===== src/rtl/winwdt_pkg.sv =====
package winwdt_pkg;

  typedef struct packed {
    logic [1:0] tmo;
    logic [3:0] div;
    logic [1:0] wstart;
    logic [1:0] wend;
    logic       fault_rst;
    logic       sleep_stop;
  } wdt_cfg_t;

  // Reload value: (128 << shift) - 1, shift = 0,2,3,4 for codes 0..3
  function automatic logic [15:0] reload_of(input logic [1:0] code);
    logic [2:0] sh;
    sh = (code == 2'd0) ? 3'd0 : ({1'b0, code} + 3'd1);
    return (16'd128 << sh) - 16'd1;
  endfunction

  // Prescaler ratio as a power of two; unknown codes fall back to /128
  function automatic logic [3:0] div_shift(input logic [3:0] code);
    logic [3:0] s;
    case (code)
      4'd0:    s = 4'd0;
      4'd2:    s = 4'd4;
      4'd3:    s = 4'd5;
      4'd4:    s = 4'd6;
      4'd5:    s = 4'd8;
      default: s = 4'd7;
    endcase
    return s;
  endfunction

  // Window test: closing bound <= count < opening bound, in quarters of T
  function automatic logic win_open(input logic [15:0] cnt, input logic [15:0] rld,
                                    input logic [1:0] sc, input logic [1:0] ec);
    logic [17:0] q;
    logic [17:0] sb;
    logic [17:0] eb;
    q  = ({2'b0, rld} + 18'd1) >> 2;
    sb = q * ({16'b0, sc} + 18'd1);
    eb = q * (18'd3 - {16'b0, ec});
    return ({2'b0, cnt} < sb) && ({2'b0, cnt} >= eb);
  endfunction

endpackage


===== src/rtl/winwdt_cfg.sv =====
module winwdt_cfg
  import winwdt_pkg::*;
(
  input  logic     clk,
  input  logic     rst_n,
  input  wdt_cfg_t opt_i,
  output wdt_cfg_t cfg_o
);
  // Options follow the inputs only while reset is held
  always_ff @(posedge clk) begin
    if (!rst_n) cfg_o <= opt_i;
  end
endmodule


===== src/rtl/winwdt_prescale.sv =====
module winwdt_prescale #(
  parameter int PRE_W = 8
) (
  input  logic       clk,
  input  logic       rst_n,
  input  logic       clr_i,
  input  logic       en_i,
  input  logic [3:0] shift_i,
  output logic       tick_o
);
  logic [PRE_W-1:0] pre_q;
  logic [PRE_W-1:0] mask;

  always_comb begin
    mask   = ~({PRE_W{1'b1}} << shift_i);
    tick_o = en_i && (pre_q == mask);
  end

  always_ff @(posedge clk) begin
    if (!rst_n || clr_i)  pre_q <= '0;
    else if (en_i)        pre_q <= tick_o ? '0 : pre_q + 1'b1;
  end
endmodule


===== src/rtl/winwdt_kick.sv =====
module winwdt_kick #(
  parameter int              DW       = 8,
  parameter logic [DW-1:0]   ARM_VAL  = '0,
  parameter logic [DW-1:0]   FIRE_VAL = '1
) (
  input  logic          clk,
  input  logic          rst_n,
  input  logic          wr_i,
  input  logic [DW-1:0] data_i,
  output logic          kick_o
);
  logic armed_q;

  assign kick_o = wr_i && armed_q && (data_i == FIRE_VAL);

  always_ff @(posedge clk) begin
    if (!rst_n)    armed_q <= 1'b0;
    else if (wr_i) armed_q <= (data_i == ARM_VAL);
  end
endmodule


===== src/rtl/winwdt_fault.sv =====
module winwdt_fault (
  input  logic clk,
  input  logic rst_n,
  input  logic fault_rst_i,
  input  logic uflow_evt_i,
  input  logic referr_evt_i,
  input  logic clr_i,
  output logic sts_uflow_o,
  output logic sts_referr_o,
  output logic nmi_o,
  output logic rst_o
);
  always_ff @(posedge clk) begin
    if (!rst_n) begin
      sts_uflow_o  <= 1'b0;
      sts_referr_o <= 1'b0;
      rst_o        <= 1'b0;
    end else begin
      sts_uflow_o  <= uflow_evt_i  | (sts_uflow_o  & ~clr_i);
      sts_referr_o <= referr_evt_i | (sts_referr_o & ~clr_i);
      rst_o        <= fault_rst_i & (uflow_evt_i | referr_evt_i);
    end
  end

  assign nmi_o = ~fault_rst_i & (sts_uflow_o | sts_referr_o);
endmodule


===== src/rtl/winwdt_top.sv =====
module winwdt_top
  import winwdt_pkg::*;
#(
  parameter int CNT_W  = 11,
  parameter int PRE_W  = 8,
  parameter int DATA_W = 8
) (
  input  logic              clk,
  input  logic              rst_n,
  input  logic              opt_halt_i,
  input  logic [1:0]        opt_tmo_i,
  input  logic [3:0]        opt_div_i,
  input  logic [1:0]        opt_wstart_i,
  input  logic [1:0]        opt_wend_i,
  input  logic              opt_fault_rst_i,
  input  logic              opt_sleep_stop_i,
  input  logic              sw_wr_i,
  input  logic [DATA_W-1:0] sw_data_i,
  input  logic              sw_start_i,
  input  logic              sw_clr_i,
  input  logic              sleep_i,
  output logic [CNT_W-1:0]  cnt_o,
  output logic              running_o,
  output logic              sts_uflow_o,
  output logic              sts_referr_o,
  output logic              wdt_nmi_o,
  output logic              wdt_rst_o
);
  wdt_cfg_t opt_w;
  wdt_cfg_t cfg_q;

  logic [CNT_W-1:0] cnt_q;
  logic             running_q;
  logic [CNT_W-1:0] reload_c;
  logic [CNT_W-1:0] reload_rst;

  // named internal events
  logic count_en;
  logic tick;
  logic kick_raw;
  logic kick_evt;
  logic in_win;
  logic kick_ok;
  logic referr_evt;
  logic uflow_evt;
  logic start_evt;
  logic reload_evt;
  logic cfg_fault_rst;
  logic cfg_sleep_stop;

  always_comb begin
    opt_w.tmo        = opt_tmo_i;
    opt_w.div        = opt_div_i;
    opt_w.wstart     = opt_wstart_i;
    opt_w.wend       = opt_wend_i;
    opt_w.fault_rst  = opt_fault_rst_i;
    opt_w.sleep_stop = opt_sleep_stop_i;
  end

  winwdt_cfg u_cfg (
    .clk   (clk),
    .rst_n (rst_n),
    .opt_i (opt_w),
    .cfg_o (cfg_q)
  );

  assign cfg_fault_rst  = cfg_q.fault_rst;
  assign cfg_sleep_stop = cfg_q.sleep_stop;

  always_comb begin
    reload_c   = CNT_W'(reload_of(cfg_q.tmo));
    reload_rst = CNT_W'(reload_of(opt_tmo_i));
    count_en   = running_q && !(cfg_sleep_stop && sleep_i);
    in_win     = win_open(16'(cnt_q), 16'(reload_c), cfg_q.wstart, cfg_q.wend);
    kick_evt   = kick_raw && running_q;
    kick_ok    = kick_evt && in_win;
    referr_evt = kick_evt && !in_win;
    uflow_evt  = tick && (cnt_q == '0);
    start_evt  = sw_start_i && !running_q;
    reload_evt = start_evt || kick_evt || uflow_evt;
  end

  winwdt_prescale #(.PRE_W(PRE_W)) u_pre (
    .clk     (clk),
    .rst_n   (rst_n),
    .clr_i   (reload_evt),
    .en_i    (count_en),
    .shift_i (div_shift(cfg_q.div)),
    .tick_o  (tick)
  );

  winwdt_kick #(
    .DW       (DATA_W),
    .ARM_VAL  ({DATA_W{1'b0}}),
    .FIRE_VAL ({DATA_W{1'b1}})
  ) u_kick (
    .clk    (clk),
    .rst_n  (rst_n),
    .wr_i   (sw_wr_i),
    .data_i (sw_data_i),
    .kick_o (kick_raw)
  );

  always_ff @(posedge clk) begin
    if (!rst_n) begin
      cnt_q     <= reload_rst;
      running_q <= !opt_halt_i;
    end else if (reload_evt) begin
      cnt_q     <= reload_c;
      running_q <= 1'b1;
    end else if (tick) begin
      cnt_q     <= cnt_q - 1'b1;
    end
  end

  winwdt_fault u_fault (
    .clk          (clk),
    .rst_n        (rst_n),
    .fault_rst_i  (cfg_fault_rst),
    .uflow_evt_i  (uflow_evt),
    .referr_evt_i (referr_evt),
    .clr_i        (sw_clr_i),
    .sts_uflow_o  (sts_uflow_o),
    .sts_referr_o (sts_referr_o),
    .nmi_o        (wdt_nmi_o),
    .rst_o        (wdt_rst_o)
  );

  assign cnt_o     = cnt_q;
  assign running_o = running_q;
endmodule


===== config.mk =====
export PLATFORM = sky130hd
export DESIGN_NAME = winwdt_top
export DESIGN_NICKNAME = d
export VERILOG_FILES = /design/src/rtl/winwdt_pkg.sv /design/src/rtl/winwdt_cfg.sv /design/src/rtl/winwdt_prescale.sv /design/src/rtl/winwdt_kick.sv /design/src/rtl/winwdt_fault.sv /design/src/rtl/winwdt_top.sv
export SDC_FILE = /design/constraint.sdc
export NUM_CORES = 1
export LEC_CHECK = 0
export BUFFER_PORTS_ARGS = -buffer_cell sky130_fd_sc_hd__buf_2
export CORE_MARGIN = 8
export CORE_UTILIZATION = 45
export DETAILED_ROUTE_END_ITERATION = 10
export PLACE_DENSITY = 0.64
export SYNTH_ARGS = -nofsm -noshare
export SYNTH_HDL_FRONTEND = slang
export SYNTH_HIERARCHICAL = 1
export SYNTH_SLANG_ARGS = --single-unit

===== constraint.sdc =====
create_clock -name clk -period 4.2 [get_ports clk]
set_clock_uncertainty 0.1 [all_clocks]
set_input_delay 0.84 -clock clk [delete_from_list [all_inputs] [get_ports clk]]
set_output_delay 0.84 -clock clk [all_outputs]
set_load 0.1 [all_outputs]

==> results of run 1 <==
==> kinds of logic (layout without fill, tap and decap cells) <==
family                   after synthesis  after routing
flip-flops                            36             36
AO/OA/AOI/OAI                         51             51
AND/OR/NAND/NOR                      117            117
multiplexers                           1              1
buffers and inverters                 32             76
adder cells (fa/ha/maj)               35             35
other                                  2              5
XOR/XNOR                              19             19
==> area by class of cell <==
cell class,instances,area [sq um],area share (%)
clock buffers,5,68.8,2.11
repair buffers,43,218,6.68
well taps,77,96.3,2.96
clock inverters,3,42.5,1.31
inverters,25,95.1,2.92
multi-input cells,228,1780,54.5
flip-flops and latches,36,961,29.5
==> cells in the mapped netlist, drive strengths merged (2+ instances only) <==
cell type  count  area share, %
xor2          11            3.4
and3           6            1.5
ha            30             13
or3            5            1.1
nor4           6            2.5
a211oi         2           0.70
nand2         25            3.3
a21oi         13            2.3
nor2b         11            2.4
xnor2          8            2.4
dfxtp         12            8.4
a221oi         2           0.61
a21boi         2           0.66
and2           3           0.70
o21a           2           0.52
nor2          18            2.7
o22ai          2           0.44
clkbuf         5           0.70
edfxtp        24             25
nand3          4           0.70
nand2b         8            1.7
or2            2           0.44
a21o           5            1.3
buf            2           0.79
inv           24            3.1
o2111a         2           0.79
o211a          2           0.70
fa             5            3.5
nand4          9            3.0
nor3          13            2.3
o21ai          5            1.3
o211ai         3           0.96
conb           2           0.26
==> metrics by stage <==
step / cell area [sq um] / utilization (%) / total power [W] / hold slack, ns
5_1_grt: 3260 / 52.2 / 0.00102 / 0.472
6_report: 3260 / 52.2 / 0.000969 / 0.462
3_5_place_dp: 3150 / 50.4 / 0.000670 / 0.439
2_1_floorplan: 2870 / - / 0.000612 / 0.382
3_3_place_gp: 3150 / 50.4 / 0.000666 / 0.432
4_1_cts: 3260 / 52.2 / 0.000980 / 0.464
==> sequential cells by signal, indices dropped and copies added (netlist names) <==
| register | cells |
|---|---|
| running_o | 1 |
| u_kick/armed_q | 1 |
| cnt_o | 11 |
| u_pre/pre_q | 8 |
| u_fault/rst_o | 1 |
| u_fault/sts_referr_o | 1 |
| u_cfg/cfg_o | 12 |
| u_fault/sts_uflow_o | 1 |
==> power breakdown <==
part	internal (W)	leakage [nW]	switching, W
registers	0.000398	0.315	0.0000247
clock network	0.000176	0.0541	0.000131
logic	0.0000923	1.06	0.000147
total	0.000666	1.43	0.000303
==> how the worst min path moves through the flow <==
stage | from | to | cells past startpoint
4_1_cts | u_pre/pre_q[7] | u_pre/pre_q[7] | 2
6_report | u_cfg/cfg_o[1] | u_fault/rst_o | 1
5_1_grt | u_cfg/cfg_o[1] | u_fault/rst_o | 1
3_3_place_gp | u_cfg/cfg_o[1] | u_fault/rst_o | 1
2_1_floorplan | u_cfg/cfg_o[1] | u_fault/rst_o | 1
3_5_place_dp | u_pre/pre_q[7] | u_pre/pre_q[7] | 2
==> per-layer routing <==
layer | vias to the layer above | track usage (%) | part of all wire [%]
met5 | - | 0 | 0
met4 | 0 | 3.71 | 0.87
met3 | 6 | 2.81 | 3.2
met2 | 29 | 24.9 | 51
met1 | 1081 | 16.8 | 45
li1 | 1148 | - | -
==> reports/summary.txt, run 1 <==
status: finished clean
IO buf count: 42
number of synthesized register bits: 36
Max IR drop VDD: 266 uV
vias in the first global route: 2193
Largest stage delay, worst path: 0.82 ns
CTS clk-pin slew, worst paths: 0.08 ns
RSZ-0062 raised after global routing: no
Hold WC Path Type: reg -> reg
Final Slew Violations: 0
Final #Nets: 401
total of max-cap violations: 0
number of fill cells in the layout: 606
Unique masters post-synth: 67
post-route setup slack: 0.644 ns
reg2reg setup slack: 0.64 ns
Clock Latency Late Sink: 0.29 ns
Post-Route WL: 6.10 mm
largest net degree at the start of global routing: 17
diode count: 0
die width: 95.8 um
setup bufs post-CTS: 0
WS Path Type: reg -> reg
synthesized area: 2860 sq um
worst slack at placement: 0.675 ns
XOR/XNOR share of the synthesized area: 5.81%
Tmin final: 3.56 ns
Syn Area/Cell: 9.77 sq um
Critical Path, Cell by Cell: inv_1 -> o21ai_0 -> o21ai_0 -> a221oi_1 -> nand4_4 -> nor2_4 -> nor2b_1 -> nand4_4 -> clkinv_2 -> nor2_2 -> a221o_1
remaining antenna violation count after routing: 0
Synth Area in Simple Gates: 24.7%
clock root cell: clkbuf_8
WL per Instance: 14.6 um
CP delay by family, top: compound AO/OA/AOI/OAI gates
setup total negative slack: 0 ns
# setup viols final: 0
cts repair resizes: 0
Final HPWL DP: 4.88 mm
clock sink count: 36
H-tree Lvls: 2
clock buffer count from CTS: 5
Post-synth EDFFs: 24
Yosys warning count: 6
clock buffer depth: 2
Die Ht: 95.8 um
initial core utilization: 45.9%
Leak: 1.43 nW
fmax: 281 MHz
crit path from: u_cfg/cfg_o[8]
endpoints failing hold: 0
most common cell after layout, fill and taps aside: buf_2
vias: 2264
Total Routing Usage GR: 14.0%
Setup crit end: cnt_o[9]
largest family of logic cells by synthesized area: simple AND/OR/NAND/NOR gates
Core ar.: 6240 sq um
fin cells: 417
mux cell area share after synthesis: 0.481%
CTS tree: built
share of flip-flops with an asynchronous set or reset: 0%
FF-to-FF path depth: 11
commonest non-fill, non-tap cells in the layout: buf_2, ha_1, nand2_1
routability cong.: 0.811
Synth Area in Adders: 16.6%
antenna violations before repair: 0
worst-path fanout max: 10
remaining global-route overflow: 0
area grow syn2layout: 13.8%
I/O pin count: 43
Compound-Gate Fraction of Synth Area: 13.7%
CP Data Arrival Time: 3.50 ns
DRT Pass-1 Iters: 4
Seq/Total Area, Yosys: 33.6%
top_reg_cell synth: edfxtp_1
startpoint types: register
cts hold-fix bufs: 0
first-pass GRT wire length: 10.2 mm
Max-Slew Margin vs Limit: 28.7%
Req. time, crit path: 4.15 ns
Slew @ Worst Pin: 1.06 ns
Mapped Cells: 293
pwr dens: 298 nW/um^2
via density per instance: 5.43
CP Depth: 11
row count: 29
DRT iter0 DRCs: 104
Crit. End Element: register
Placed Cells: 409
die area: 9170 sq um
DRC Markers: 0
share of cells above drive strength 1: 21.8%
worst path bufs/invs: 2
Final Cycle Share: 84.7%
slowest stage cell on the critical path: o21ai_0
R2R Path End: cnt_o[9]
RR Startpoint: u_cfg/cfg_o[8]
Power figures use the tool's default switching activity.
==> run 2: changes to the inputs <==
Settings changed: PLACE_DENSITY 0.64 to 0.67.
Clock period 4.2 ns to 3.1 ns, I/O delays scaled along.
==> reports/summary.txt, run 2 (synthesized netlist as in run 1, its figures left out) <==
status: finished with violations (was finished clean)
violated checks: setup timing
most common cell after layout, fill and taps aside: buf_2 (unchanged)
endpoints failing hold: 0 (unchanged)
setup total negative slack: -0.338 ns (was 0 ns)
Req. time, crit path: 3.18 ns (was 4.15 ns)
Total Routing Usage GR: 15.0% (was 14.0%)
length of routed met2 wiring: 3.19 mm (was 3.14 mm)
RR Startpoint: u_cfg/cfg_o[4] (was u_cfg/cfg_o[8])
fmax: 304 MHz (was 281 MHz)
metal3 WL: 287 um (was 195 um)
WL per Instance: 14.6 um (about the same)
area grow syn2layout: 24.3% (was 13.8%)
Hold WC Path Type: in -> reg (was reg -> reg)
worst-path fanout max: 3 (was 10)
largest net degree at the start of global routing: 17 (unchanged)
Crit. End Element: register (unchanged)
Die Ht: 95.8 um (unchanged)
DRT Pass-1 Iters: 4 (unchanged)
clock buffer depth: 2 (unchanged)
number of fill cells in the layout: 572 (was 606)
vias: 2423 (was 2264)
Final HPWL DP: 4.87 mm (was 4.88 mm)
WL met1: 2.94 mm (was 2.72 mm)
Slew @ Worst Pin: 0.557 ns (was 1.06 ns)
pwr dens: 368 nW/um^2 (was 298 nW/um^2)
# setup viols final: 2 (was 0)
commonest non-fill, non-tap cells in the layout: buf_2, ha_1, buf_4 (was buf_2, ha_1, nand2_1)
die width: 95.8 um (unchanged)
first-pass GRT wire length: 11.0 mm (was 10.2 mm)
WS Path Type: reg -> reg (unchanged)
post-route setup slack: -0.186 ns (was 0.644 ns)
share of cells above drive strength 1: 33.0% (was 21.8%)
Post-Route WL: 6.48 mm (was 6.10 mm)
I/O pin count: 43 (unchanged)
remaining antenna violation count after routing: 0 (unchanged)
Final #Nets: 428 (was 401)
row count: 29 (unchanged)
CTS tree: built (unchanged)
Final Slew Violations: 0 (unchanged)
crit path from: u_cfg/cfg_o[4] (was u_cfg/cfg_o[8])
routability cong.: 0.809 (was 0.811)
CP Data Arrival Time: 3.36 ns (was 3.50 ns)
CTS clk-pin slew, worst paths: 0.07 ns (was 0.08 ns)
DP Area: 3310 sq um (was 3150 sq um)
Finished Cell Area: 3560 sq um (was 3260 sq um)
antenna violations before repair: 0 (unchanged)
max FFs per register: 12 (unchanged)
total of max-cap violations: 0 (unchanged)
Leak: 1.58 nW (was 1.43 nW)
Max IR drop VDD: 273 uV (was 266 uV)
startpoint types: register (unchanged)
clock buffer count from CTS: 5 (unchanged)
worst slack at placement: -0.175 ns (was 0.675 ns)
vias in the first global route: 2454 (was 2193)
clock sink count: 36 (unchanged)
die area: 9170 sq um (unchanged)
Clock Latency Late Sink: 0.28 ns (was 0.29 ns)
diode count: 0 (unchanged)
DRC Markers: 0 (unchanged)
via density per instance: 5.46 (was 5.43)
DRT iter0 DRCs: 75 (was 104)
uppermost layer routed: met4 (unchanged)
IO buf count: 42 (unchanged)
H-tree Lvls: 2 (unchanged)
Core ar.: 6240 sq um (unchanged)
cts hold-fix bufs: 0 (unchanged)
hold path startpoint: opt_wstart_i[1] (was u_cfg/cfg_o[1])
initial core utilization: 45.9% (unchanged)
Max-Slew Margin vs Limit: 62.8% (was 28.7%)
remaining global-route overflow: 0 (unchanged)
Final Cycle Share: 106% (was 84.7%)
Tmin final: 3.29 ns (was 3.56 ns)
Top reg by flops: u_cfg/cfg_o (unchanged)
clock root cell: clkbuf_8 (unchanged)
RSZ-0062 raised after global routing: yes (was no)
==> run 2: cell count changes in the layout (fill, tap and decap cells not counted), moves of 2 or more <==
cell and change:
a221oi_2 +2, nor2b_1 -4, nor4_1 -2, nor2b_2 +2, ha_4 +2, nor4_2 +2
buf_4 +26, a21oi_2 +2, a221oi_1 -2, ha_1 -3, nor2b_4 +2, a21oi_1 -2
==> run 2: stage by stage <==
| stage | cells | hold slack (ns) | total power (W) | utilization, % |
|---|---|---|---|---|
| floorplan | 296 | 0.382 | 0.000830 | - |
| global route | 444 | 0.390 | 0.00138 | 57.0 |
| detailed placement | 431 | 0.427 | 0.000936 | 53.1 |
| finish | 444 | 0.404 | 0.00131 | 57.0 |
| global placement | 431 | 0.415 | 0.000927 | 53.1 |
| CTS | 440 | 0.398 | 0.00129 | 55.5 |
==> run 2: worst paths after layout <==
check | slack [ns] | depth (start not counted) | end
worst max-delay path | -0.19 | 14 | u_fault/rst_o
worst min-delay path | 0.40 | 1 | u_cfg/cfg_o[5]
worst max register to register | -0.19 | 14 | u_fault/rst_o
worst min register to register | 0.45 | 1 | u_fault/rst_o
==> run 2: power by group <==
part           switching (W)  leakage [nW]  internal, W
sequential         0.0000341         0.315     0.000539
clock               0.000163        0.0510     0.000177
combinational       0.000223          1.22     0.000173
==> run 2: worst max-delay path: stages, from the launching register on <==
cell and delay (ns):
edfxtp_1 0.44, ha_4 0.33, nand2_4 0.05, fa_1 0.53, inv_1 0.05, ha_2 0.17, a21o_1 0.19, a21oi_2 0.15
xnor2_1 0.14, ha_1 0.28, a21oi_2 0.12, nand2_1 0.06, o21bai_1 0.19, o22ai_2 0.14, o211a_1 0.23
==> run 2: cell type report <==
class / instances / area, sq um / share of cell area (%)
multi-input combinational: 228 / 1890 / 53.1
sequential: 36 / 961 / 27.0
timing repair buffer: 70 / 424 / 11.9
inverter: 25 / 95.1 / 2.67
clock buffer: 6 / 82.6 / 2.32
clock inverter: 2 / 10.0 / 0.281
tap: 77 / 96.3 / 2.71
==> run 2: repair_timing <==
| item | 4_1_cts | 5_1_grt |
|---|---|---|
| pin swaps | 2 | 7 |
| resized for setup | 10 | 14 |
| setup endpoints to repair | 3 | 20 |
| setup buffers | 1 | 4 |
==> run 2: metal layers <==
metal  global-route usage [%]  vias up
li1                         -     1204
met1                     18.1     1147
met2                     26.3       66
met3                     3.20        6
met4                     4.23        0
met5                        0        -
